**src/rtl/dmaseq_pkg.sv**
```systemverilog
package dmaseq_pkg;

    typedef enum logic [1:0] {
        AM_FIXED = 2'b00,
        AM_INCR  = 2'b01,
        AM_WRAP  = 2'b10,
        AM_RSVD  = 2'b11
    } addr_mode_e;

    typedef enum logic [1:0] {
        US_BYTE = 2'b00,
        US_HALF = 2'b01,
        US_WORD = 2'b10,
        US_RSVD = 2'b11
    } unit_e;

    typedef enum logic [2:0] {
        ST_IDLE,
        ST_WAIT_REQ,
        ST_READ,
        ST_WRITE,
        ST_ACK
    } seq_state_e;

    function automatic logic [2:0] unit_bytes(input logic [1:0] code);
        logic [2:0] n;
        unique case (code)
            US_BYTE: n = 3'd1;
            US_HALF: n = 3'd2;
            US_WORD: n = 3'd4;
            default: n = 3'd0;
        endcase
        return n;
    endfunction

endpackage

```
**src/rtl/dmaseq_addr_gen.sv**
```systemverilog
module dmaseq_addr_gen
    import dmaseq_pkg::*;
#(
    parameter int ADDR_W = 32,
    parameter int WRAP_W = 16
) (
    input  logic              clk,
    input  logic              rst_n,
    input  logic              load,
    input  logic [ADDR_W-1:0] load_addr,
    input  logic              advance,
    input  logic [1:0]        mode,
    input  logic [2:0]        step,
    input  logic [ADDR_W-1:0] wrap_base,
    input  logic [WRAP_W-1:0] wrap_len,
    output logic [ADDR_W-1:0] addr
);

    logic [ADDR_W-1:0] addr_q;
    logic [ADDR_W-1:0] stepped;
    logic [ADDR_W-1:0] win_end;
    logic [ADDR_W-1:0] addr_nx;

    always_comb begin
        stepped = addr_q + ADDR_W'(step);
        win_end = wrap_base + ADDR_W'(wrap_len);
        unique case (addr_mode_e'(mode))
            AM_INCR: addr_nx = stepped;
            AM_WRAP: addr_nx = (stepped >= win_end) ? wrap_base : stepped;
            default: addr_nx = addr_q;
        endcase
    end

    always_ff @(posedge clk or negedge rst_n) begin
        if (!rst_n) begin
            addr_q <= '0;
        end else if (load) begin
            addr_q <= load_addr;
        end else if (advance) begin
            addr_q <= addr_nx;
        end
    end

    assign addr = addr_q;

endmodule

```
**src/rtl/dmaseq_byte_ctr.sv**
```systemverilog
module dmaseq_byte_ctr #(
    parameter int CNT_W = 16
) (
    input  logic             clk,
    input  logic             rst_n,
    input  logic             load,
    input  logic [CNT_W-1:0] load_val,
    input  logic             dec,
    input  logic [2:0]       amt,
    output logic             final_unit,
    output logic             drained
);

    logic [CNT_W-1:0] left_q;

    always_ff @(posedge clk or negedge rst_n) begin
        if (!rst_n) begin
            left_q <= '0;
        end else if (load) begin
            left_q <= load_val;
        end else if (dec) begin
            left_q <= left_q - CNT_W'(amt);
        end
    end

    assign final_unit = (left_q == CNT_W'(amt));
    assign drained    = (left_q == '0);

endmodule

```
**src/rtl/dmaseq_beat_ctr.sv**
```systemverilog
module dmaseq_beat_ctr #(
    parameter int BURST_LONG = 4
) (
    input  logic clk,
    input  logic rst_n,
    input  logic clear,
    input  logic bump,
    input  logic long_mode,
    output logic last_beat
);

    localparam int BW = (BURST_LONG > 1) ? $clog2(BURST_LONG) : 1;
    localparam logic [BW-1:0] LAST = BW'(BURST_LONG - 1);

    logic [BW-1:0] beat_q;

    assign last_beat = !long_mode || (beat_q == LAST);

    always_ff @(posedge clk or negedge rst_n) begin
        if (!rst_n) begin
            beat_q <= '0;
        end else if (clear) begin
            beat_q <= '0;
        end else if (bump) begin
            beat_q <= last_beat ? '0 : beat_q + 1'b1;
        end
    end

endmodule

```
**src/rtl/dma_chan_seq.sv**
```systemverilog
module dma_chan_seq
    import dmaseq_pkg::*;
#(
    parameter int ADDR_W     = 32,
    parameter int DATA_W     = 32,
    parameter int CNT_W      = 16,
    parameter int WRAP_W     = 16,
    parameter int BURST_LONG = 4
) (
    input  logic              clk,
    input  logic              rst_n,
    input  logic [1:0]        cfg_src_mode,
    input  logic [1:0]        cfg_dst_mode,
    input  logic [1:0]        cfg_unit,
    input  logic              cfg_burst4,
    input  logic [CNT_W-1:0]  cfg_byte_cnt,
    input  logic              cfg_hw_mode,
    input  logic [ADDR_W-1:0] cfg_src_addr,
    input  logic [ADDR_W-1:0] cfg_dst_addr,
    input  logic [ADDR_W-1:0] cfg_src_wrap_base,
    input  logic [ADDR_W-1:0] cfg_dst_wrap_base,
    input  logic [WRAP_W-1:0] cfg_wrap_len,
    input  logic              start_req,
    input  logic              stop_req,
    output logic              busy,
    input  logic              periph_req,
    output logic              periph_ack,
    output logic              mem_req,
    output logic              mem_we,
    output logic [ADDR_W-1:0] mem_addr,
    output logic [1:0]        mem_size,
    output logic [DATA_W-1:0] mem_wdata,
    input  logic [DATA_W-1:0] mem_rdata,
    input  logic              mem_ready,
    output logic              burst_done,
    output logic              xfer_done
);

    localparam int NUM_PORTS = 2;  // 0 source, 1 destination
    localparam int HALF_W    = (DATA_W >= 16) ? 16 : DATA_W;

    seq_state_e state_q, state_nx;

    logic [1:0] unit_q, smode_q, dmode_q;
    logic       burst4_q, hw_q, stop_pend_q;
    logic [DATA_W-1:0] data_q;

    logic cfg_ok, accept, unit_done, burst_end, stop_any;
    logic final_unit, drained, last_beat;
    logic [2:0] step;

    logic [ADDR_W-1:0] ag_start [NUM_PORTS];
    logic [ADDR_W-1:0] ag_base  [NUM_PORTS];
    logic [1:0]        ag_mode  [NUM_PORTS];
    logic [ADDR_W-1:0] ag_addr  [NUM_PORTS];

    // Configuration legality
    always_comb begin
        cfg_ok = (cfg_byte_cnt != '0)
              && (cfg_unit != US_RSVD)
              && (cfg_src_mode != AM_RSVD)
              && (cfg_dst_mode != AM_RSVD)
              && (cfg_src_addr[1:0] == 2'b00)
              && (cfg_dst_addr[1:0] == 2'b00);
        unique case (unit_e'(cfg_unit))
            US_HALF: cfg_ok = cfg_ok && (cfg_byte_cnt[0] == 1'b0);
            US_WORD: cfg_ok = cfg_ok && (cfg_byte_cnt[1:0] == 2'b00);
            default: cfg_ok = cfg_ok;
        endcase
    end

    assign accept    = (state_q == ST_IDLE) && start_req && cfg_ok;
    assign unit_done = (state_q == ST_WRITE) && mem_ready;
    assign burst_end = final_unit || last_beat;
    assign stop_any  = stop_pend_q || stop_req;
    assign step      = unit_bytes(unit_q);

    // Latched per-transfer configuration
    always_ff @(posedge clk or negedge rst_n) begin
        if (!rst_n) begin
            unit_q   <= US_BYTE;
            smode_q  <= AM_FIXED;
            dmode_q  <= AM_FIXED;
            burst4_q <= 1'b0;
            hw_q     <= 1'b0;
        end else if (accept) begin
            unit_q   <= cfg_unit;
            smode_q  <= cfg_src_mode;
            dmode_q  <= cfg_dst_mode;
            burst4_q <= cfg_burst4;
            hw_q     <= cfg_hw_mode;
        end
    end

    // Address generators, one per side
    always_comb begin
        ag_start[0] = cfg_src_addr;
        ag_start[1] = cfg_dst_addr;
        ag_base[0]  = cfg_src_wrap_base;
        ag_base[1]  = cfg_dst_wrap_base;
        ag_mode[0]  = smode_q;
        ag_mode[1]  = dmode_q;
    end

    for (genvar g = 0; g < NUM_PORTS; g++) begin : g_addr
        dmaseq_addr_gen #(
            .ADDR_W (ADDR_W),
            .WRAP_W (WRAP_W)
        ) u_ag (
            .clk       (clk),
            .rst_n     (rst_n),
            .load      (accept),
            .load_addr (ag_start[g]),
            .advance   (unit_done),
            .mode      (ag_mode[g]),
            .step      (step),
            .wrap_base (ag_base[g]),
            .wrap_len  (cfg_wrap_len),
            .addr      (ag_addr[g])
        );
    end

    dmaseq_byte_ctr #(
        .CNT_W (CNT_W)
    ) u_bytes (
        .clk        (clk),
        .rst_n      (rst_n),
        .load       (accept),
        .load_val   (cfg_byte_cnt),
        .dec        (unit_done),
        .amt        (step),
        .final_unit (final_unit),
        .drained    (drained)
    );

    dmaseq_beat_ctr #(
        .BURST_LONG (BURST_LONG)
    ) u_beats (
        .clk       (clk),
        .rst_n     (rst_n),
        .clear     (accept || (unit_done && final_unit)),
        .bump      (unit_done),
        .long_mode (burst4_q),
        .last_beat (last_beat)
    );

    // Next-state logic
    always_comb begin
        state_nx = state_q;
        unique case (state_q)
            ST_IDLE: begin
                if (accept) state_nx = cfg_hw_mode ? ST_WAIT_REQ : ST_READ;
            end
            ST_WAIT_REQ: begin
                if (stop_any)        state_nx = ST_IDLE;
                else if (periph_req) state_nx = ST_READ;
            end
            ST_READ: begin
                if (mem_ready) state_nx = ST_WRITE;
            end
            ST_WRITE: begin
                if (mem_ready) begin
                    if (burst_end && hw_q)           state_nx = ST_ACK;
                    else if (final_unit || stop_any) state_nx = ST_IDLE;
                    else                             state_nx = ST_READ;
                end
            end
            ST_ACK: begin
                if (drained || stop_any) state_nx = ST_IDLE;
                else                     state_nx = ST_WAIT_REQ;
            end
            default: state_nx = ST_IDLE;
        endcase
    end

    // State register
    always_ff @(posedge clk or negedge rst_n) begin
        if (!rst_n) state_q <= ST_IDLE;
        else        state_q <= state_nx;
    end

    // Stop latch, the read data holding register and the event pulses
    always_ff @(posedge clk or negedge rst_n) begin
        if (!rst_n) begin
            stop_pend_q <= 1'b0;
            data_q      <= '0;
            burst_done  <= 1'b0;
            xfer_done   <= 1'b0;
        end else begin
            if (state_nx == ST_IDLE)              stop_pend_q <= 1'b0;
            else if (stop_req && state_q != ST_IDLE) stop_pend_q <= 1'b1;

            if (state_q == ST_READ && mem_ready) begin
                unique case (unit_e'(unit_q))
                    US_BYTE: data_q <= DATA_W'(mem_rdata[7:0]);
                    US_HALF: data_q <= DATA_W'(mem_rdata[HALF_W-1:0]);
                    default: data_q <= mem_rdata;
                endcase
            end

            burst_done <= unit_done && burst_end;
            xfer_done  <= unit_done && final_unit;
        end
    end

    // Outputs decoded from the state
    always_comb begin
        mem_req    = 1'b0;
        mem_we     = 1'b0;
        mem_addr   = ag_addr[0];
        periph_ack = 1'b0;
        busy       = 1'b1;
        unique case (state_q)
            ST_IDLE:     busy = 1'b0;
            ST_WAIT_REQ: ;
            ST_READ: begin
                mem_req  = 1'b1;
                mem_addr = ag_addr[0];
            end
            ST_WRITE: begin
                mem_req  = 1'b1;
                mem_we   = 1'b1;
                mem_addr = ag_addr[1];
            end
            ST_ACK:      periph_ack = 1'b1;
            default:     busy = 1'b0;
        endcase
    end

    assign mem_size  = unit_q;
    assign mem_wdata = data_q;

endmodule

```
**config.mk**
```make
export PLATFORM = sky130hd
export DESIGN_NAME = dma_chan_seq
export DESIGN_NICKNAME = d
export VERILOG_FILES = /design/src/rtl/dmaseq_pkg.sv /design/src/rtl/dmaseq_addr_gen.sv /design/src/rtl/dmaseq_byte_ctr.sv /design/src/rtl/dmaseq_beat_ctr.sv /design/src/rtl/dma_chan_seq.sv
export SDC_FILE = /design/constraint.sdc
export NUM_CORES = 1
export LEC_CHECK = 0
export CORE_MARGIN = 3
export CORE_UTILIZATION = 55
export DETAILED_ROUTE_END_ITERATION = 6
export PLACE_DENSITY = 0.88
export SYNTH_ARGS = -nofsm -noshare
export SYNTH_HDL_FRONTEND = slang
export SYNTH_SLANG_ARGS = --single-unit
```
**constraint.sdc**
```tcl
create_clock -name clk -period 7.8 [get_ports clk]
set_clock_uncertainty 0.15 [all_clocks]
set_input_delay 0.78 -clock clk [delete_from_list [all_inputs] [get_ports clk]]
set_output_delay 0.78 -clock clk [all_outputs]
set_load 0.02 [all_outputs]
```
==> results by group, run 1 <==
Layout
  – Layout Cells excl Fill: 1970
  – Syn-to-layout area delta: 30.8%
  – Total Nets Final: 2005
  – Commonest non-fill, non-tap cells in the layout: clkdlybuf4s50_1, nand2_1, dfrtp_1, nor2_1, ha_1
  – Most common cell after layout, fill and taps aside: clkdlybuf4s50_1
  – Ratio of cells with drive above 1 in the final layout: 0.0483

CTS
  – CTS tree: yes
  – Clk pin slew, worst setup/hold paths: 60 ps
  – Hold buffers post-CTS: 0
  – H-tree depth: 4
  – Post-CTS Setup Bufs: 0
  – Root buffer cell: clkbuf_16
  – TritonCTS Buffers: 17
  – Clock Latency Late Sink: 430 ps
  – Clock Path Buffers: 2
  – Post-CTS resize count: 0
  – Sink Count: 128

Synthesis
  – EDFF count, synth: 0
  – Top_reg_cell synth: dfrtp_1
  – Net Count, Synth: 1766
  – Synthesized flop and latch total: 128
  – Warnings from Yosys: 0
  – Seq/Total Area, Yosys: 0.278
  – Synth async-reset ratio: 1.00
  – Synth Instances: 1447
  – Unique masters post-synth: 81
  – Mapped cell area: 0.0115 mm^2
  – Synthesized area per cell: 7.97 um^2

Timing
  – Final Hold Viols: 0
  – Worst setup margin: 1470 ps
  – Total Neg Setup Slack: 0 ps
  – Worst-margin pin slew: 974 ps
  – Final Cycle Share: 0.812
  – Slew Viols, Final: 0
  – Final setup fails: 0
  – Rel. slew slack: 0.348
  – Hold slack: 330 ps
  – RSZ-0062 raised after global routing: false
  – Fin crit period: 6330 ps
  – Max frequency: 0.158 GHz

Detailed routing
  – Drt wl/cell: 19.7 um
  – Drt drc: 0
  – Total number of vias: 11967
  – Drt first pass iters: 6
  – DR vias/cell: 6.07
  – Initial DRC Count: 958
  – DRT Wirelength: 38.7 mm
  – Routed Antenna Nets: 0

Setup path
  – Crit Path Class: register to register
  – Crit path max fanout: 21
  – Startpoint types: register
  – CP required: 8010 ps
  – Crit-path max cell delay: 620 ps
  – Crit-path cells: or2_2 -> inv_1 -> ha_1 -> inv_1 -> fa_1 -> nand2b_1 -> a21oi_1 -> nand2b_1 -> buf_4 -> nor2_2 -> nand2_1 -> nor2_1 -> xor2_1 -> ha_1 -> a21oi_1 -> nor2_1 -> a211oi_1 -> o21ai_0 -> a221oi_1 -> nand2_1 -> o21ai_2 -> buf_4 -> a221o_1
  – Worst path slowest cell: dfrtp_1
  – CP endpoint kind: register
  – Arr. time, crit path: 6540 ps

Pwr
  – Sw Share: 0.428
  – Cell Pwr Density: 280 mW/mm^2
  – Combinational share of power: 0.512
  – Sequential power share: 0.283
  – Pint: 2.41 mW
  – Net Switching: 1.81 mW
  – Worst VDD drop: 0.000221 V
  – Pleak: 6.69 nW
  – Clock power frac: 0.205
  – Tot Pwr: 4.22 mW

GRT
  – Largest net degree at the start of global routing: 79
  – Total Routing Usage GR: 0.335
  – Total grt overflow: 0
  – Initial antenna violation count: 1
  – First-pass GRT wire length: 60.7 mm
  – Vias in the first global route: 11715

Placed design
  – Place WS: 1530 ps
  – # port buffers: 277
  – Final HPWL DP: 29.6 mm
  – Final Wtd Congestion: 0.964
  – Cell Count Post-Placement: 1937

Floorplanning
  – Site row count: 52
  – Die height: 151 um
  – Initial Util: 0.564
  – Die X: 151 um
  – # IOs: 278
  – Die Footprint: 0.0227 mm^2
  – Core area: 0.0204 mm^2

Flow run
  – Max cap viols: 0

Hold path
  – Min-delay worst type: register to register

Outcome
  – Status: finished clean
## Yosys cell counts (all sizes together) (7+ instances only)
library cell,number,area share
a21o,19,0.013
dfrtp,128,0.28
o211ai,11,0.0072
a221o,31,0.027
and4,7,0.0053
inv,34,0.011
nor4,10,0.0067
buf,25,0.010
and3,48,0.026
a211oi,9,0.0059
ha,108,0.12
nor2b,20,0.011
nor2,128,0.042
nand2,274,0.089
mux2,10,0.0098
and2,14,0.0076
a31oi,7,0.0038
xor2,50,0.038
nand3,27,0.012
nand2b,19,0.010
nor3,24,0.012
xnor2,71,0.054
clkbuf,42,0.014
or3,7,0.0042
a21oi,106,0.046
nand4,13,0.0081
o21ai,95,0.042
mux2i,26,0.023
## path summary, 6_finish.rpt
kind                                    from                       to  slack (ps)  depth (start not counted)
worst max-delay path             mem_size[1]   g_addr[1].u_ag.addr[6]        1470                         23
worst max register to register   mem_size[1]   g_addr[1].u_ag.addr[6]        1470                         23
min in group asynchronous              rst_n        u_bytes.left_q[8]         350                          1
worst min-delay path            mem_wdata[8]             mem_wdata[8]         330                          2
max in group asynchronous              rst_n  g_addr[1].u_ag.addr[12]        5790                          2
worst min register to register  mem_wdata[8]             mem_wdata[8]         330                          2
## power by group through the flow
stage,clock [mW],sequential (mW),combinational [mW]
finish,0.866,1.19,2.16
global route,0.898,1.23,2.36
CTS,0.868,1.18,2.14
detailed placement,0,1.19,2.11
global placement,0,1.18,2.06
floorplan,0,1.18,1.30
## critical path, delay by kind of cell, from the launching register on
| kind | cells | cell delay (ps) |
|---|---|---|
| AND/OR/NAND/NOR | 8 | 1610 |
| AO/OA/AOI/OAI | 7 | 1980 |
| XOR/XNOR | 1 | 220 |
| flip-flops | 1 | 620 |
| buffers and inverters | 4 | 770 |
| adder cells (fa/ha/maj) | 3 | 880 |
## state kept, by name (all words and copies together) (netlist names)
| register | count |
|---|---|
| g_addr.u_ag.addr | 64 |
| burst4_q | 1 |
| burst_done | 1 |
| smode_q | 2 |
| stop_pend_q | 1 |
| state_q | 3 |
| hw_q | 1 |
| mem_wdata | 32 |
| mem_size | 2 |
| u_beats.beat_q | 2 |
| u_bytes.left_q | 16 |
| dmode_q | 2 |
| xfer_done | 1 |
## layer usage
layer  wire [um]  global-route usage  vias to the layer above
met1       15600               0.437                     5648
li1            -                   -                     5599
met3        3490              0.0577                       91
met4        1650               0.151                        0
met5           0                   0                        -
met2       18000               0.545                      629
## layout make-up
cell class,instances,area (um^2)
fill,1581,5340
antenna,1,2.50
clock buffer,17,425
multi-input combinational,1218,7950
tap,270,338
inverter,34,128
sequential,128,3200
clock inverter,15,198
timing repair buffer,287,2850
## stage by stage
step | util | area, um^2
floorplan | - | 11500
finish | 0.738 | 15100
detailed placement | 0.708 | 14500
CTS | 0.738 | 15100
global placement | 0.708 | 14500
global route | 0.738 | 15100
## cell families after synthesis
family,after synthesis,share of synthesized area
simple gates,610,0.247
compound gates,338,0.190
flops,128,0.278
xor+xnor,121,0.0919
fa+ha+maj,113,0.126
buf+inv,101,0.0349
mux,36,0.0323
(Power assumes the default switching activity.)
==> run 2, diff against run 1 <==
- CORE_UTILIZATION: 55 -> 47
- PLACE_DENSITY: 0.88 -> 0.8
- clock period: 7.8 -> 5.1 ns (I/O delays scaled with it)
==> run 2 against run 1 <==
Effect of this change: clock power up 43%; critical path depth stayed put; global-route usage is 3.4 points lower; sequential share of layout area fell by 1.0 points; register-to-register slack got worse by 1300 ps; non-clock buffer count up 71; final cell count rose by 6.0%; routed wire length increased by 7.7%; hold slack hardly changed; sequential cell count did not move; worst setup slack worse by 1400 ps; utilization is 7.2 points lower; critical endpoint is now g_addr[1].u_ag.addr[30].
==> results by group, run 2 (synthesis gave the netlist of run 1 again) <==
Outcome
  – Status: finished clean

Hold path
  – Hold Path End: mem_wdata[18]
  – Hold path start: mem_wdata[18]
  – WHS Path Cells: 2
  – Min-delay worst type: register to register

Floorplanning
  – Die Footprint: 0.0264 mm^2
  – # IOs: 278
  – Die height: 163 um
  – Die X: 163 um
  – Initial Util: 0.484
  – Core area: 0.0238 mm^2
  – Site row count: 56

Detailed routing
  – DRT Wirelength: 41.7 mm
  – Routed Antenna Nets: 0
  – Drt first pass iters: 6
  – Initial DRC Count: 1033
  – Drt drc: 0
  – DR vias/cell: 5.86
  – Total number of vias: 12251
  – Drt wl/cell: 20.0 um

CTS
  – Clk pin slew, worst setup/hold paths: 60 ps
  – H-tree depth: 4
  – Sink Count: 128
  – Clock Latency Late Sink: 430 ps
  – Clock Path Buffers: 2
  – TritonCTS Buffers: 17
  – Root buffer cell: clkbuf_16
  – CTS tree: yes

Timing
  – Final setup fails: 0
  – Max frequency: 0.198 GHz
  – Worst-margin pin slew: 1010 ps
  – Slew Viols, Final: 0
  – Worst setup margin: 42.1 ps
  – Rel. slew slack: 0.322
  – Final Cycle Share: 0.992
  – Final Hold Viols: 0
  – Fin crit period: 5060 ps

GRT
  – Total grt overflow: 0
  – First-pass GRT wire length: 63.0 mm
  – Total Routing Usage GR: 0.301
  – Vias in the first global route: 11659
  – Initial antenna violation count: 2
  – Largest net degree at the start of global routing: 57

Layout
  – Final Core Density: 0.666
  – Layout Cells excl Fill: 2089
  – Total Nets Final: 2076
  – Syn-to-layout area delta: 37.6%
  – Commonest non-fill, non-tap cells in the layout: clkdlybuf4s50_1, nand2_1, dfrtp_1, nor2_1, ha_1
  – # diodes: 0
  – Most common cell after layout, fill and taps aside: clkdlybuf4s50_1
  – Ratio of cells with drive above 1 in the final layout: 0.103
  – Max FFs per register: 64

Setup path
  – Cells on worst reg2reg path: 21
  – Worst path slowest cell: clkdlybuf4s50_1
  – Flop-to-flop setup slack: 120 ps
  – CP required: 5260 ps
  – Startpoint types: primary input
  – Critical Path Most Common Cell: o21ai_1
  – Crit path max fanout: 8
  – R2r startpoint: mem_size[1]
  – CP endpoint kind: register
  – Arr. time, crit path: 5210 ps
  – Crit-path cells: clkdlybuf4s50_1 -> ha_2 -> inv_1 -> fa_2 -> nor2b_2 -> o31a_1 -> o21ai_1 -> a31oi_1 -> o21ai_1 -> a211o_2 -> buf_4 -> nor3_1 -> xnor2_1 -> ha_1 -> nand4_1 -> nor3_2 -> nor4b_4 -> a22oi_2 -> nand2_2 -> o21ai_4 -> buf_12 -> clkbuf_16 -> a221o_1
  – Crit-path max cell delay: 500 ps
  – Reg-to-Reg End: g_addr[0].u_ag.addr[17]
  – Crit Path Class: primary input to register

Pwr
  – Pleak: 7.07 nW
  – Worst VDD drop: 0.000269 V
  – Tot Pwr: 6.57 mW
  – Cell Pwr Density: 414 mW/mm^2

Placed design
  – Final HPWL DP: 31.9 mm
  – Place WS: -706 ps
  – Cell Count Post-Placement: 2044
  – # port buffers: 277
  – Final Wtd Congestion: 0.951

Flow run
  – Max cap viols: 0
-- run 2: worst max-delay path, delay by kind of cell --
kind | cells | cell delay, ps
adders and majority gates | 3 | 860
and+or+nand+nor | 6 | 1110
xor gates and xnor gates | 1 | 90
AOI/OAI and AO/OA | 8 | 1580
buffers and inverters | 5 | 1040
-- run 2: worst max-delay path by stage --
stage,startpoint,to,slack (ps),cells past startpoint
floorplan,mem_size[0],g_addr[1].u_ag.addr[1],280,24
global placement,cfg_dst_wrap_base[0],g_addr[1].u_ag.addr[0],-360,23
finish,cfg_wrap_len[0],g_addr[1].u_ag.addr[30],40,23
CTS,mem_size[1],g_addr[1].u_ag.addr[26],2,23
global route,mem_size[1],g_addr[0].u_ag.addr[17],-60,20
detailed placement,cfg_dst_wrap_base[0],g_addr[1].u_ag.addr[0],-710,22
-- run 2: stage by stage --
| stage | hold slack [ps] | setup TNS, ps | instance area [um^2] |
|---|---|---|---|
| 4_1_cts | 335 | 0 | 15600 |
| 2_1_floorplan | 64.4 | 0 | 11500 |
| 3_3_place_gp | 313 | -12290 | 15000 |
| 6_report | 331 | 0 | 15900 |
| 5_1_grt | 364 | -1420 | 15900 |
| 3_5_place_dp | 321 | -25710 | 15000 |
-- run 2: final cells by class --
class / instances / area [um^2]
repair buffers: 358 / 3460
fillers: 1965 / 7960
multi-input cells: 1218 / 8100
clock buffers: 18 / 439
inverters: 34 / 128
clock inverters: 14 / 144
flip-flops and latches: 128 / 3200
well taps: 319 / 399
-- run 2: what timing repair did --
action | in CTS | in global routing
pin swaps | 1 | 13
buffers inserted | 0 | 9
endpoints found under the setup margin | 32 | 64
hold endpoints to repair | 44 | 0
gates cloned | 0 | 3
hold buffers | 1 | 0
resized for setup | 7 | 36
-- run 2: power breakdown --
group / internal, mW / switching (mW)
clock: 0.701 / 0.543
combinational: 1.61 / 1.88
sequential: 1.39 / 0.443
-- run 2: layer usage --
| metal | vias to the layer above | global-route usage | routed length [um] |
|---|---|---|---|
| met5 | - | 0 | 33 |
| li1 | 5758 | - | - |
| met1 | 5787 | 0.391 | 17100 |
| met4 | 4 | 0.111 | 1560 |
| met2 | 605 | 0.499 | 19100 |
| met3 | 97 | 0.0600 | 3920 |
